File: src/rtl/cvs_pkg.sv
package cvs_pkg;

  typedef enum logic [1:0] {
    SEG_BROAD   = 2'd0,
    SEG_EQUAL   = 2'd1,
    SEG_PICTURE = 2'd2
  } seg_kind_e;

  // Map a sequence step to the kind of segment it emits.
  function automatic seg_kind_e kind_of(input int step, input int broad_steps,
                                        input int picture_step);
    if (step < broad_steps)       return SEG_BROAD;
    else if (step == picture_step) return SEG_PICTURE;
    else                           return SEG_EQUAL;
  endfunction

endpackage

File: src/rtl/cvs_cycle_timer.sv
module cvs_cycle_timer #(
  parameter int CNT_W = 11
) (
  input  logic             clk,
  input  logic             rst,
  input  logic [CNT_W-1:0] period_len,
  output logic [CNT_W-1:0] count,
  output logic             last
);

  assign last = (count == period_len - CNT_W'(1));

  always_ff @(posedge clk) begin
    if (rst)       count <= '0;
    else if (last) count <= '0;
    else           count <= count + CNT_W'(1);
  end

endmodule

File: src/rtl/cvs_status_seq.sv
module cvs_status_seq #(
  parameter int STEPS        = 17,
  parameter int PICTURE_STEP = 10,
  parameter int ACTIVE_LINES = 304,
  parameter int STAT_W       = 5,
  parameter int LINE_W       = 9
) (
  input  logic              clk,
  input  logic              rst,
  input  logic              seg_last,
  output logic [STAT_W-1:0] status,
  output logic [LINE_W-1:0] line,
  output logic              is_picture
);

  localparam logic [STAT_W-1:0] PIC_S  = STAT_W'(PICTURE_STEP);
  localparam logic [STAT_W-1:0] LAST_S = STAT_W'(STEPS - 1);
  localparam logic [LINE_W-1:0] LAST_L = LINE_W'(ACTIVE_LINES - 1);

  assign is_picture = (status == PIC_S);

  always_ff @(posedge clk) begin
    if (rst) begin
      status <= '0;
      line   <= '0;
    end else if (seg_last) begin
      if (is_picture) begin
        if (line == LAST_L) begin
          line   <= '0;
          status <= status + STAT_W'(1);
        end else begin
          line <= line + LINE_W'(1);
        end
      end else if (status >= LAST_S) begin
        status <= '0;
      end else begin
        status <= status + STAT_W'(1);
      end
    end
  end

endmodule

File: src/rtl/cvs_wave_out.sv
module cvs_wave_out
  import cvs_pkg::*;
#(
  parameter int CNT_W     = 11,
  parameter int LINE_W    = 9,
  parameter int BROAD_LOW = 720,
  parameter int EQUAL_LOW = 48,
  parameter int HSYNC_LEN = 113,
  parameter int PORCH_LEN = 137
) (
  input  logic              clk,
  input  logic              rst,
  input  seg_kind_e         kind,
  input  logic [CNT_W-1:0]  count,
  input  logic [LINE_W-1:0] line,
  input  logic              first_step,
  output logic              sync_o,
  output logic              active_o,
  output logic [LINE_W-1:0] line_o,
  output logic              frame_o
);

  localparam logic [CNT_W-1:0] C_BROAD = CNT_W'(BROAD_LOW);
  localparam logic [CNT_W-1:0] C_EQUAL = CNT_W'(EQUAL_LOW);
  localparam logic [CNT_W-1:0] C_HSYNC = CNT_W'(HSYNC_LEN);
  localparam logic [CNT_W-1:0] C_VIS   = CNT_W'(HSYNC_LEN + PORCH_LEN);

  logic tip_n;
  logic vis_n;

  always_comb begin
    vis_n = 1'b0;
    unique case (kind)
      SEG_BROAD:   tip_n = (count < C_BROAD);
      SEG_PICTURE: begin
        tip_n = (count < C_HSYNC);
        vis_n = (count >= C_VIS);
      end
      default:     tip_n = (count < C_EQUAL);
    endcase
  end

  always_ff @(posedge clk) begin
    if (rst) begin
      sync_o   <= 1'b1;
      active_o <= 1'b0;
      line_o   <= '0;
      frame_o  <= 1'b0;
    end else begin
      sync_o   <= ~tip_n;
      active_o <= vis_n;
      line_o   <= (kind == SEG_PICTURE) ? line : '0;
      frame_o  <= first_step && (count == '0);
    end
  end

endmodule

File: src/rtl/cvs_sync_top.sv
module cvs_sync_top
  import cvs_pkg::*;
#(
  parameter int HALF_LINE    = 768,
  parameter int BROAD_LOW    = 720,
  parameter int EQUAL_LOW    = 48,
  parameter int LINE_LEN     = 1536,
  parameter int HSYNC_LEN    = 113,
  parameter int PORCH_LEN    = 137,
  parameter int ACTIVE_LINES = 304,
  parameter int STEPS        = 17,
  parameter int BROAD_STEPS  = 5,
  parameter int PICTURE_STEP = 10,
  localparam int LINE_W      = (ACTIVE_LINES > 1) ? $clog2(ACTIVE_LINES) : 1
) (
  input  logic              clk,
  input  logic              rst,
  output logic              sync_o,
  output logic              active_o,
  output logic [LINE_W-1:0] line_o,
  output logic              frame_o
);

  localparam int MAX_SEG = (LINE_LEN > HALF_LINE) ? LINE_LEN : HALF_LINE;
  localparam int CNT_W   = $clog2(MAX_SEG + 1);
  localparam int STAT_W  = $clog2(STEPS + 1);

  logic [CNT_W-1:0]  period_len;
  logic [CNT_W-1:0]  count;
  logic              seg_last;
  logic [STAT_W-1:0] status;
  logic [LINE_W-1:0] line;
  logic              is_picture;
  seg_kind_e         kind;

  assign period_len = is_picture ? CNT_W'(LINE_LEN) : CNT_W'(HALF_LINE);
  assign kind       = kind_of(int'(status), BROAD_STEPS, PICTURE_STEP);

  cvs_cycle_timer #(.CNT_W(CNT_W)) u_timer (
    .clk(clk), .rst(rst), .period_len(period_len), .count(count), .last(seg_last)
  );

  cvs_status_seq #(
    .STEPS(STEPS), .PICTURE_STEP(PICTURE_STEP), .ACTIVE_LINES(ACTIVE_LINES),
    .STAT_W(STAT_W), .LINE_W(LINE_W)
  ) u_seq (
    .clk(clk), .rst(rst), .seg_last(seg_last),
    .status(status), .line(line), .is_picture(is_picture)
  );

  cvs_wave_out #(
    .CNT_W(CNT_W), .LINE_W(LINE_W), .BROAD_LOW(BROAD_LOW), .EQUAL_LOW(EQUAL_LOW),
    .HSYNC_LEN(HSYNC_LEN), .PORCH_LEN(PORCH_LEN)
  ) u_wave (
    .clk(clk), .rst(rst), .kind(kind), .count(count), .line(line),
    .first_step(status == '0),
    .sync_o(sync_o), .active_o(active_o), .line_o(line_o), .frame_o(frame_o)
  );

endmodule

File: config.mk
export PLATFORM = sky130hd
export DESIGN_NAME = cvs_sync_top
export DESIGN_NICKNAME = d
export VERILOG_FILES = /design/src/rtl/cvs_pkg.sv /design/src/rtl/cvs_cycle_timer.sv /design/src/rtl/cvs_status_seq.sv /design/src/rtl/cvs_wave_out.sv /design/src/rtl/cvs_sync_top.sv
export SDC_FILE = /design/constraint.sdc
export NUM_CORES = 1
export LEC_CHECK = 0
export BUFFER_PORTS_ARGS = -buffer_cell sky130_fd_sc_hd__buf_2
export CAP_MARGIN = 0
export CORE_AREA = 5 5 75 57
export CTS_BUF_LIST = sky130_fd_sc_hd__clkbuf_4 sky130_fd_sc_hd__clkbuf_8
export DETAILED_ROUTE_END_ITERATION = 12
export DIE_AREA = 0 0 80 62
export MAX_ROUTING_LAYER = met4
export PLACE_DENSITY_LB_ADDON = 0.15
export SETUP_SLACK_MARGIN = 0.5
export SYNTH_ARGS = -nofsm -noshare
export SYNTH_HDL_FRONTEND = slang
export SYNTH_SLANG_ARGS = --single-unit
File: constraint.sdc
create_clock -name clk -period 2.5 [get_ports clk]
set_clock_uncertainty 0.05 [all_clocks]
set_input_delay 0.5 -clock clk [delete_from_list [all_inputs] [get_ports clk]]
set_output_delay 0.5 -clock clk [all_outputs]
set_load 0.01 [all_outputs]
==> results.txt, run 1 <==
The share of async-settable or async-resettable flops after synthesis came out at 0. The sort of element at the start of the critical path is a flip-flop. In this run the static leakage power is 0.7561 nW.

The final HPWL from detailed placement is 2957 um. The worst pin sits at a relative slew slack of 0.6592. The critical path is of the flip-flop to flip-flop type. The routed layout has 1614 vias. The worst setup path is captured at a flip-flop.

The run finished with clean final reports. The design draws 1.179 mW. The total nets after synthesis is 212. The clock latency of the later-clocked register in the worst-skew pair came out at 0.30 ns. Counting the fill cells in the layout gives 320.

The number of remaining DRC errors came out at 0. For the pin with the worst max-slew slack, the measured transition is 0.5112 ns. The floorplan die height came out at 62 um.

The area of the core is 3423 um2. The endpoint of the worst-slack reg-to-reg timing path is u_seq.line[7]. After the last flow step, the layout net total stands at 226.

The antenna diode count came out at 0. The setup-violating endpoint count in the final report came out at 0. Across all register-to-register paths, the minimum setup slack is 0.53 ns. The global-route wire length before repair is 6893 um. The final hold slack is 0.4504 ns. The tool flagged a number of max-cap violations equal to 0. The number of register bits inferred by synthesis came out at 37.

For this block, the routed nets add up to 4311 um of wire. In this run, distinct cell masters in the synthesized netlist total 50. The number of global-route vias before repair is 1429. The number of max-slew violations in the final report is 0. The count of buffers from port buffering is 13. The ratio of routed vias to standard cells came out at 6.000. The final RePlAce weighted congestion is 0.8901.

The critical path ends at u_seq.line[7]. The post-synth design cell area came out at 1798 um2. The maximum level of the CTS H-tree is 2. The data arrival time at the worst-slack endpoint came out at 2.09 ns. The post-synthesis area per instance came out at 8.814 um2.

The summed negative setup slack over all endpoints came out at 0 ns. In this run the critical register-to-register path is launched from u_seq.line[0]. Setup repair after global routing could not meet its margin everywhere. The total track usage is 0.1918. TritonCTS built the clock tree. The clock drives 37 sinks. The achievable clock frequency is 508.3 MHz. In the layout the commonest cells are dfxtp_1, nor2_1, buf_2.

The worst voltage drop across the vdd grid came out at 0.3143 mV. Clock-pin slew was measured on the worst setup and hold paths at 0.07 ns. The post-synthesis sequential area ratio is 0.4120. The pre-antenna-repair detailed-routing pass consisted of 4 iterations. From synthesis to final layout, the design area changed by 16.14%. The number of synthesis warnings is 0. The instance count of the mapped netlist is 204.

The number of buffers created by CTS came out at 5. The number of primary I/O pins came out at 14. The tightest min-delay check is of the flip-flop to flip-flop type. Leaving out fill and tap cells, the most frequent cell in the layout is dfxtp_1. In the finished design, the share of the clock period the worst path needs comes to 0.7869. The path depth of the worst reg2reg path came out at 5. The power density relative to cell area is 564.7 nW/um2. The share of cells above drive strength 1 is 0.2055. The hold buffer count at CTS is 0. The final standard cell utilization of the core is 0.6100. No sink is reached through more buffers than the 2 on the longest clock path. The remaining number of nets flagged by the antenna check after routing is 0. Tracing the worst setup path back leads to its startpoint at u_seq.line[0].

The die is 80 um wide. The number of flops mapped to enable cells by yosys is 0. The full die area came out at 4960 um2. The effective utilization at floorplan is 0.5252. STA puts the critical path data required time at 2.63 ns. The area after detailed placement is 1886 um2. In the final routed layout, each cell accounts on average for 16.03 um.

The initial antenna violation count is 0. The number of placement rows is 18. After routing the design area is 2088 um2. The number of endpoints with negative hold slack in the final report came out at 0.

The number of violations reported at the end of detailed-routing iteration 0 is 175. The pin count of the biggest net entering global routing came out at 28. The overall overflow remaining after global route is 0. The most used flip-flop cell after synthesis is dfxtp_1. For the finished layout, the period the worst path requires is 1.967 ns.

The critical-path maximum fanout is 5. The cell at the root of the clock tree is clkbuf_8.
==> what timing repair did <==
action / CTS / global route
setup buffers: 3 / 1
pin swaps: 1 / 1
gates resized for setup: 5 / 10
hold endpoints to repair: 0 / 0
setup endpoints to repair: 3 / 7
==> layer usage <==
| layer | up-vias | wire length (um) | track usage | share of wire |
|---|---|---|---|---|
| met3 | 8 | 364 | 0.06628 | 0.084 |
| met2 | 84 | 1860 | 0.2700 | 0.43 |
| li1 | 770 | - | - | - |
| met4 | 0 | 70 | 0.07711 | 0.016 |
| met5 | - | 0 | - | 0 |
| met1 | 752 | 2017 | 0.2522 | 0.47 |
==> registers in the layout (all words and copies together) (netlist names) <==
signal           count
u_seq.line           9
u_wave.active_o      1
u_wave.frame_o       1
u_wave.line_o        9
u_seq.status         5
u_wave.sync_o        1
u_timer.count       11
==> final cells by class <==
type | count | area (um2) | share of cell area
clock buffers | 6 | 82.58 | 0.03954
clock inverters | 2 | 37.54 | 0.01797
inverters | 11 | 41.29 | 0.01977
multi-input cells | 143 | 997.2 | 0.4775
flip-flops and latches | 37 | 749.5 | 0.3589
well taps | 50 | 62.56 | 0.02996
repair buffers | 20 | 117.6 | 0.05632
==> synth_stat cells, drive strengths merged (2+ instances only) <==
| cell | instances | area share |
|---|---|---|
| o21ai | 6 | 0.017 |
| a21oi | 8 | 0.022 |
| ha | 6 | 0.042 |
| nor4 | 9 | 0.031 |
| o32ai | 2 | 0.0097 |
| o41ai | 2 | 0.0097 |
| nor3 | 4 | 0.011 |
| nand3 | 11 | 0.031 |
| xnor2 | 4 | 0.019 |
| and4 | 3 | 0.015 |
| inv | 11 | 0.023 |
| o31ai | 3 | 0.013 |
| dfxtp | 37 | 0.41 |
| or3 | 3 | 0.010 |
| and3 | 3 | 0.010 |
| xor2 | 3 | 0.015 |
| o211ai | 3 | 0.013 |
| nand4 | 7 | 0.024 |
| buf | 3 | 0.013 |
| nor2 | 18 | 0.038 |
| a22o | 2 | 0.0097 |
| and2 | 6 | 0.021 |
| nand2 | 8 | 0.017 |
| or4 | 2 | 0.0083 |
| nand3b | 3 | 0.013 |
| o311ai | 2 | 0.0097 |
| or2 | 2 | 0.0070 |
| clkbuf | 10 | 0.022 |
| nor2b | 2 | 0.0070 |
| nand2b | 2 | 0.0070 |
| a211oi | 2 | 0.0083 |
| mux2 | 5 | 0.033 |
==> power by group <==
part | internal, mW | leakage [nW] | switching, mW
clock | 0.324 | 0.0574 | 0.216
combinational | 0.0134 | 0.397 | 0.0229
sequential | 0.595 | 0.302 | 0.00803
==> through the flow <==
step / cells / setup slack, ns
2_1_floorplan: 204 / 0.5725
3_3_place_gp: 257 / 0.4849
3_5_place_dp: 257 / 0.4128
4_1_cts: 268 / 0.5121
5_1_grt: 269 / 0.4765
6_report: 269 / 0.5328
==> critical path, cell delays in order (launching register included) <==
cell and delay (ns):
dfxtp_1 0.41, ha_1 0.24, nand3_1 0.13, or4_1 0.49, a2111oi_1 0.41, o2bb2ai_1 0.10
==> kinds of logic after synthesis <==
kind of cell | Yosys count | share of synthesized area
compound gates | 35 | 0.1343
xor+xnor | 7 | 0.03410
fa+ha+maj | 6 | 0.04175
buf+inv | 24 | 0.05775
flops | 37 | 0.4120
mux | 6 | 0.03897
simple gates | 89 | 0.2811
==> how the worst min path moves through the flow <==
stage                                  end  cells past startpoint             start
after global routing      u_timer.count[0]                      1  u_timer.count[0]
after floorplan           u_timer.count[0]                      1  u_timer.count[0]
after global placement    u_timer.count[0]                      1  u_timer.count[0]
after detailed placement  u_timer.count[0]                      1  u_timer.count[0]
after CTS                 u_timer.count[0]                      1  u_timer.count[0]
final                     u_timer.count[0]                      1  u_timer.count[0]
No activity file was read; power rests on OpenSTA's default activity.
==> run 2: changes to the inputs <==
==> constraint.sdc (replaced) <==
create_clock -name clk -period 1.93 [get_ports clk]
set_clock_uncertainty 0.05 [all_clocks]
set_input_delay 0.386 -clock clk [delete_from_list [all_inputs] [get_ports clk]]
set_output_delay 0.386 -clock clk [all_outputs]
set_load 0.01 [all_outputs]
==> run 2 against run 1 <==
  * Sequential power grew 29%
  * Via count grew 22%
  * Combinational power grew 100%
  * Final cell count grew 14%
  * Non-clock buffer count grew 39
  * Power grew 19%
  * Critical path type unchanged
  * Critical endpoint is now u_seq.line[0]
  * Highest routed layer unchanged
==> results.txt, run 2 (same netlist as run 1, synthesis figures left out) <==
The run finished with clean final reports. The slowest stage of the critical path belongs to the cell or4b_4. For flop-to-flop paths, the worst setup slack is 0.12 ns.

Setup repair after global routing could not meet its margin everywhere. Dividing the final minimum period by the clock period gives 0.9389. The number of global-route vias before repair is 1796. The library cell used most frequently in the layout, excluding fill and tap cells, is buf_4.

At the end of routability-driven placement, the weighted congestion stood at 0.9275. For this design, the sink count on the clock tree is 37. The finished layout cell area is 2741 um2. The worst min-delay path class is input pin to flip-flop. The largest incremental delay on the critical path is 0.57 ns.

The register clock-pin slew on the reported worst setup and hold paths came out at 0.08 ns. The internal power of the cells totals 1.043 mW. The worst setup path is captured at a flip-flop. The combined buffer and inverter count along the critical path is 0.

The maximum level of the CTS H-tree came out at 2. The count of buffers from port buffering is 13. Timing would allow up to 551.8 MHz. The number of endpoints with negative hold slack in the final report is 0. The required arrival time at the worst endpoint is 2.07 ns. For this configuration, the core starts out at a cell density of 0.5252. The first TritonRoute pass finished after 5 iterations.

In the final layout, the registers with the most flip-flops are u_timer.count: 11 flops, u_seq.line: 9 flops, u_wave.line_o: 9 flops. The ratio of routed vias to standard cells is 6.383. Counting flops per register, the top entry is u_timer.count.

TritonCTS built the clock tree. The worst hold path begins at rst. The final standard cell utilization of the core is 0.8008. The tree is rooted in a clkbuf_8. The pin count of the biggest net entering global routing is 17. The startpoint identified for the worst register-to-register timing path is u_seq.line[7]. Setup violations remaining at the end of the flow were counted as 0. The part of the total power dissipated in combinational logic came out at 0.053. The static leakage came out at 1.012 nW.

The longest clock path from root to sink contains 2 buffers. The floorplan die height is 62 um. The total net switching power is 356.4 uW.

The layout has 191 filler cells. The width of the chip came out at 80 um. The number of max-capacitance violations reported came out at 0. The fraction of power spent switching nets is 0.2547. The register with the most flip-flops in the layout has 11 of them.

The routed design has 6443 um of wire. The fraction of power consumed by the clock network came out at 0.392. The minimum clock period is 1.812 ns.

The power density relative to cell area is 510.5 nW/um2. The worst voltage drop across the vdd grid is 0.4793 mV. The share of total power dissipated in sequential elements is 0.556.

The normalized max-slew margin came out at 0.7464. The area after detailed placement came out at 2095 um2. The area occupied by multi-input gates came out at 1314 um2.

The clock latency of the later-clocked register in the worst-skew pair came out at 0.30 ns. The total track usage is 0.2589. The number of primary I/O pins is 14. The sort of element at the start of the critical path is a flip-flop.

The total number of nets in the final design came out at 265. The hold-critical path depth came out at 2. Walking the worst path, the cells encountered are or4b_4 -> or2_4 -> and4_4 -> mux2_2. The core region is 3423 um2.

The remaining number of nets flagged by the antenna check after routing came out at 0. The storage element area came out at 772.0 um2. The area overhead of the layout relative to synthesis is 52.47%. The routed layout has 1966 vias. The hold buffer count at CTS came out at 0. The number of placement rows is 18. Clock tree synthesis inserted a total of 5 buffers. The critical-path maximum fanout came out at 4. The slew at the pin with the worst max-slew slack came out at 0.3769 ns. The number of violations reported at the end of detailed-routing iteration 0 is 305.

The top cell types in the final layout, fill and taps aside, are buf_4, dfxtp_1, buf_2. The overall overflow remaining after global route came out at 0. Summed over all nets, the half-perimeter wirelength after detailed placement is 3302 um.

The endpoint of the worst-slack reg-to-reg timing path is u_seq.line[0]. The share of cells above drive strength 1 came out at 0.5233. The kind of cell with the highest combined delay along the critical path is simple AND/OR/NAND/NOR gates. The summed negative setup slack over all endpoints came out at 0 ns. The number of max-slew violations in the final report came to 0. The worst setup path is of the flip-flop to flip-flop kind. The global-route wire length before repair came out at 9287 um. After detailed routing, the average wire length per cell comes to 20.92 um. STA puts the critical path data arrival time at 1.95 ns.

For this run, design rule violations remaining after detail routing come to 0. The initial antenna violation count came out at 0. The worst min-delay path endpoint is u_seq.status[4]. The worst register-to-register path has a depth of 4. The full die area came out at 4960 um2. The number of antenna diodes in the final layout is 0.
run 2: cell count changes in the layout (fill, tap and decap cells not counted), sizes merged:
cell / delta
clkinv: +2
bufinv: -1
clkbuf: -1
buf: +39
run 2: routing by layer:
layer  GRT usage  part of all wire  up-vias
met1      0.3186              0.40      904
met5           -                 0        -
li1            -                 -      845
met2      0.3998              0.44      174
met4      0.1253             0.044        0
met3     0.06916              0.12       43
run 2: through the flow:
stage               setup WS [ns]  hold slack [ns]  power [mW]  std cells
floorplan                 0.09752           0.4003      0.8310        204
global placement           0.1056           0.4409      0.8489        275
detailed placement        0.02586           0.4533      0.8508        275
CTS                        0.1651           0.4242       1.375        295
global route              0.09539           0.4651       1.445        308
finish                     0.1179           0.4338       1.400        308
run 2: power by group through the flow:
| stage | Combinational (mW) | Sequential, mW | Clock, mW |
|---|---|---|---|
| CTS | 0.0559 | 0.775 | 0.544 |
| floorplan | 0.0345 | 0.796 | 0 |
| global placement | 0.0524 | 0.796 | 0 |
| detailed placement | 0.0540 | 0.797 | 0 |
| global route | 0.0790 | 0.780 | 0.586 |
| finish | 0.0736 | 0.778 | 0.548 |
run 2: layout make-up:
type / instances / area share
clock buffers: 5 / 0.02510
clock inverters: 3 / 0.006390
inverters: 11 / 0.01506
multi-input cells: 143 / 0.4792
flip-flops and latches: 37 / 0.2816
well taps: 50 / 0.02282
repair buffers: 59 / 0.1698
run 2: repair_timing:
| item | CTS | global route |
|---|---|---|
| buffers inserted | 12 | 13 |
| hold endpoints to repair | 0 | 0 |
| gates resized for setup | 47 | 36 |
| endpoints found under the setup margin | 31 | 31 |
| cloned | 0 | 0 |
| pin swaps | 13 | 17 |
run 2: worst max path at each step:
stage             startpoint               to  slack, ns  cells after the start
2_1_floorplan  u_seq.line[6]    u_seq.line[0]        0.1                      5
3_3_place_gp   u_seq.line[4]    u_seq.line[0]       0.11                      4
3_5_place_dp   u_seq.line[1]    u_seq.line[7]       0.03                      5
4_1_cts        u_seq.line[7]  u_seq.status[2]       0.17                      4
5_1_grt        u_seq.line[4]    u_seq.line[0]        0.1                      4
6_report       u_seq.line[7]    u_seq.line[0]       0.12                      4
==> run 3: changes to the inputs <==
--- a/config.mk
+++ b/config.mk
@@ -7,10 +7,9 @@
 export LEC_CHECK = 0
 export BUFFER_PORTS_ARGS = -buffer_cell sky130_fd_sc_hd__buf_2
 export CAP_MARGIN = 0
-export CORE_AREA = 5 5 75 57
-export CTS_BUF_LIST = sky130_fd_sc_hd__clkbuf_4 sky130_fd_sc_hd__clkbuf_8
+export CORE_AREA = 5 5 73 55
 export DETAILED_ROUTE_END_ITERATION = 12
-export DIE_AREA = 0 0 80 62
+export DIE_AREA = 0 0 78 60
 export MAX_ROUTING_LAYER = met4
 export PLACE_DENSITY_LB_ADDON = 0.15
 export SETUP_SLACK_MARGIN = 0.5
==> run 3 against run 2 <==
  * Non-clock buffer count fell by 5
  * Via count fell by 5.2%
  * Die area fell by 5.6%
  * Final cell count fell by 4.9%
  * Clock power rose by 30%
  * Global-route usage fell by 2.7 points
  * Sequential cell count did not move
==> results.txt, run 3 (same netlist as run 1, synthesis figures left out) <==
The total track usage is 0.2318. Clock tree synthesis selected as its root buffer the cell clkbuf_8. The via count came out at 1864. The hold buffer count at CTS came out at 0. For hold timing, the worst endpoint is u_seq.status[4]. STA classifies the critical path endpoint as a flip-flop. The clock passes through at most 2 buffers. The worst voltage drop across the vdd grid is 0.5441 mV. The antenna diode count came out at 0. The register clock-pin slew on the reported worst setup and hold paths came out at 0.07 ns. The remaining number of nets flagged by the antenna check after routing came out at 0.

Along the worst path, the maximum fanout reaches 4. The number of global-route vias before repair is 1605. The overall overflow remaining after global route came out at 0. The pin count of the biggest net entering global routing came out at 19. The critical path goes through or4b_4 -> or2_4 -> and4_4 -> mux2_2. For this run, design rule violations remaining after detail routing come to 0. The clock latency of the later-clocked register in the worst-skew pair came out at 0.30 ns.

The summed negative setup slack over all endpoints is 0 ns. The total number of nets in the final design came out at 260. The combined buffer and inverter count along the critical path came out at 0. The floorplan die height came out at 60 um.

The ratio of routed vias to standard cells is 6.362. The initial antenna violation count came out at 0. The worst register-to-register path begins at u_seq.line[7]. The number of buffers created by CTS came out at 5.

The normalized max-slew margin came out at 0.7452. The maximum level of the CTS H-tree is 2. The final HPWL from detailed placement came out at 3290 um.

STA classifies the critical path startpoint as a flip-flop. The final RePlAce weighted congestion is 0.8618. The area after detailed placement is 2105 um2. Setup repair after global routing could not meet its margin everywhere.

The hold-critical path depth came out at 2. The achievable clock frequency is 557.7 MHz. The data arrival time at the worst-slack endpoint came out at 1.92 ns. The wire length after detailed routing is 5701 um.

The cell family contributing the most delay on the critical path is simple AND/OR/NAND/NOR gates. TritonCTS built the clock tree. The number of max-slew violations in the final report is 0.

The fill cell instance count of the final layout is 198. Ranked by flip-flop count, first place goes to u_timer.count. The setup path with the least slack is of type flip-flop to flip-flop. In the final layout, the share of cells above drive strength 1 is 0.4783.

The full die area came out at 4680 um2. Leaving out fill and tap cells, the most frequent cell in the layout is buf_4. The width of the chip is 78 um. The finished cells cover 2628 um2. The number of sinks on the clock net came out at 37.

The clock period could shrink to 1.793 ns. The worst min-delay path class is input pin to flip-flop. The setup-violating endpoint count in the final report is 0. The largest registers in the layout are u_timer.count: 11 flops, u_seq.line: 9 flops, u_wave.line_o: 9 flops.

The path depth of the worst reg2reg path came out at 4. The first global-routing pass estimated 8266 um of wire. The number of violations reported at the end of detailed-routing iteration 0 is 280. The library cells used most frequently in the layout, excluding fill and tap cells, are buf_4, dfxtp_1, buf_2. The number of placement rows is 18. The flow ran to the end, and the final reports show no timing, DRC or antenna violations. The largest incremental delay on the critical path is 0.55 ns. The number of primary I/O pins came out at 14. The register with the most flip-flops in the layout has 11 of them.

The area of the core came out at 3311 um2. For this configuration, the core starts out at a cell density of 0.5431. The count of buffers from port buffering came out at 13. The number of endpoints with negative hold slack in the final report is 0. In this run the most critical hold path is launched from rst. The first TritonRoute pass finished after 5 iterations. In this run the critical register-to-register path is captured at u_seq.line[0].

Setup slack on the worst reg-to-reg path comes out at 0.14 ns. The required arrival time at the worst endpoint is 2.06 ns. The number of max-capacitance violations reported came out at 0. The power density relative to cell area is 593.3 nW/um2. The average wire length per cell after detail routing is 19.46 um. The cell with the largest stage delay on the worst path is or4b_4. The slew at the pin with the worst max-slew slack is 0.3786 ns.

In this run the static leakage power is 0.9821 nW. The period utilization is 0.9290. The area overhead of the layout relative to synthesis is 46.14%.
-- run 3: through the flow --
step	std cells	power (mW)	utilization	setup slack [ns]	hold WS [ns]
finish	293	1.559	0.7937	0.1371	0.4293
global route	293	1.618	0.7937	0.1086	0.4300
floorplan	204	0.8310	-	0.09752	0.4003
detailed placement	268	0.8473	0.6357	0.07070	0.4489
CTS	286	1.547	0.7309	0.1777	0.4223
global placement	268	0.8460	0.6357	0.1292	0.4268
-- run 3: cell type report --
cell class | count | area (um2) | area share
Multi-Input combinational cell | 143 | 1251 | 0.4762
Sequential cell | 37 | 759.5 | 0.2890
Timing Repair Buffer | 54 | 405.4 | 0.1543
Clock buffer | 6 | 82.58 | 0.03143
Tap cell | 40 | 50.05 | 0.01905
Inverter | 11 | 41.29 | 0.01571
Clock inverter | 2 | 37.54 | 0.01429
-- run 3: worst max path at each step --
stage	start	endpoint	cells after the start
2_1_floorplan	u_seq.line[6]	u_seq.line[0]	5
3_3_place_gp	u_seq.line[4]	u_seq.line[0]	4
3_5_place_dp	u_seq.status[1]	u_seq.line[6]	5
4_1_cts	u_seq.line[7]	u_seq.line[0]	4
5_1_grt	u_seq.line[7]	u_seq.line[0]	4
6_report	u_seq.line[7]	u_seq.line[0]	4
-- run 3: routing by layer --
layer / up-vias / track usage / routed length, um
met1: 887 / 0.3250 / 2460
li1: 847 / - / -
met2: 111 / 0.3329 / 2687
met3: 19 / 0.06325 / 443
met4: 0 / 0.05301 / 110
met5: - / - / 0
-- run 3: repair_timing --
action                                  in CTS  in global routing
cloned                                       0                  0
endpoints found under the setup margin      29                 32
resized for setup                           25                 34
pin swaps                                    7                 13
setup buffers                               10                  7
-- run 3: where the power goes --
group,internal (mW),switching (mW),total (mW)
combinational,0.0245,0.0387,0.0633
sequential,0.771,0.0134,0.784
clock,0.420,0.292,0.712
total,1.22,0.344,1.56
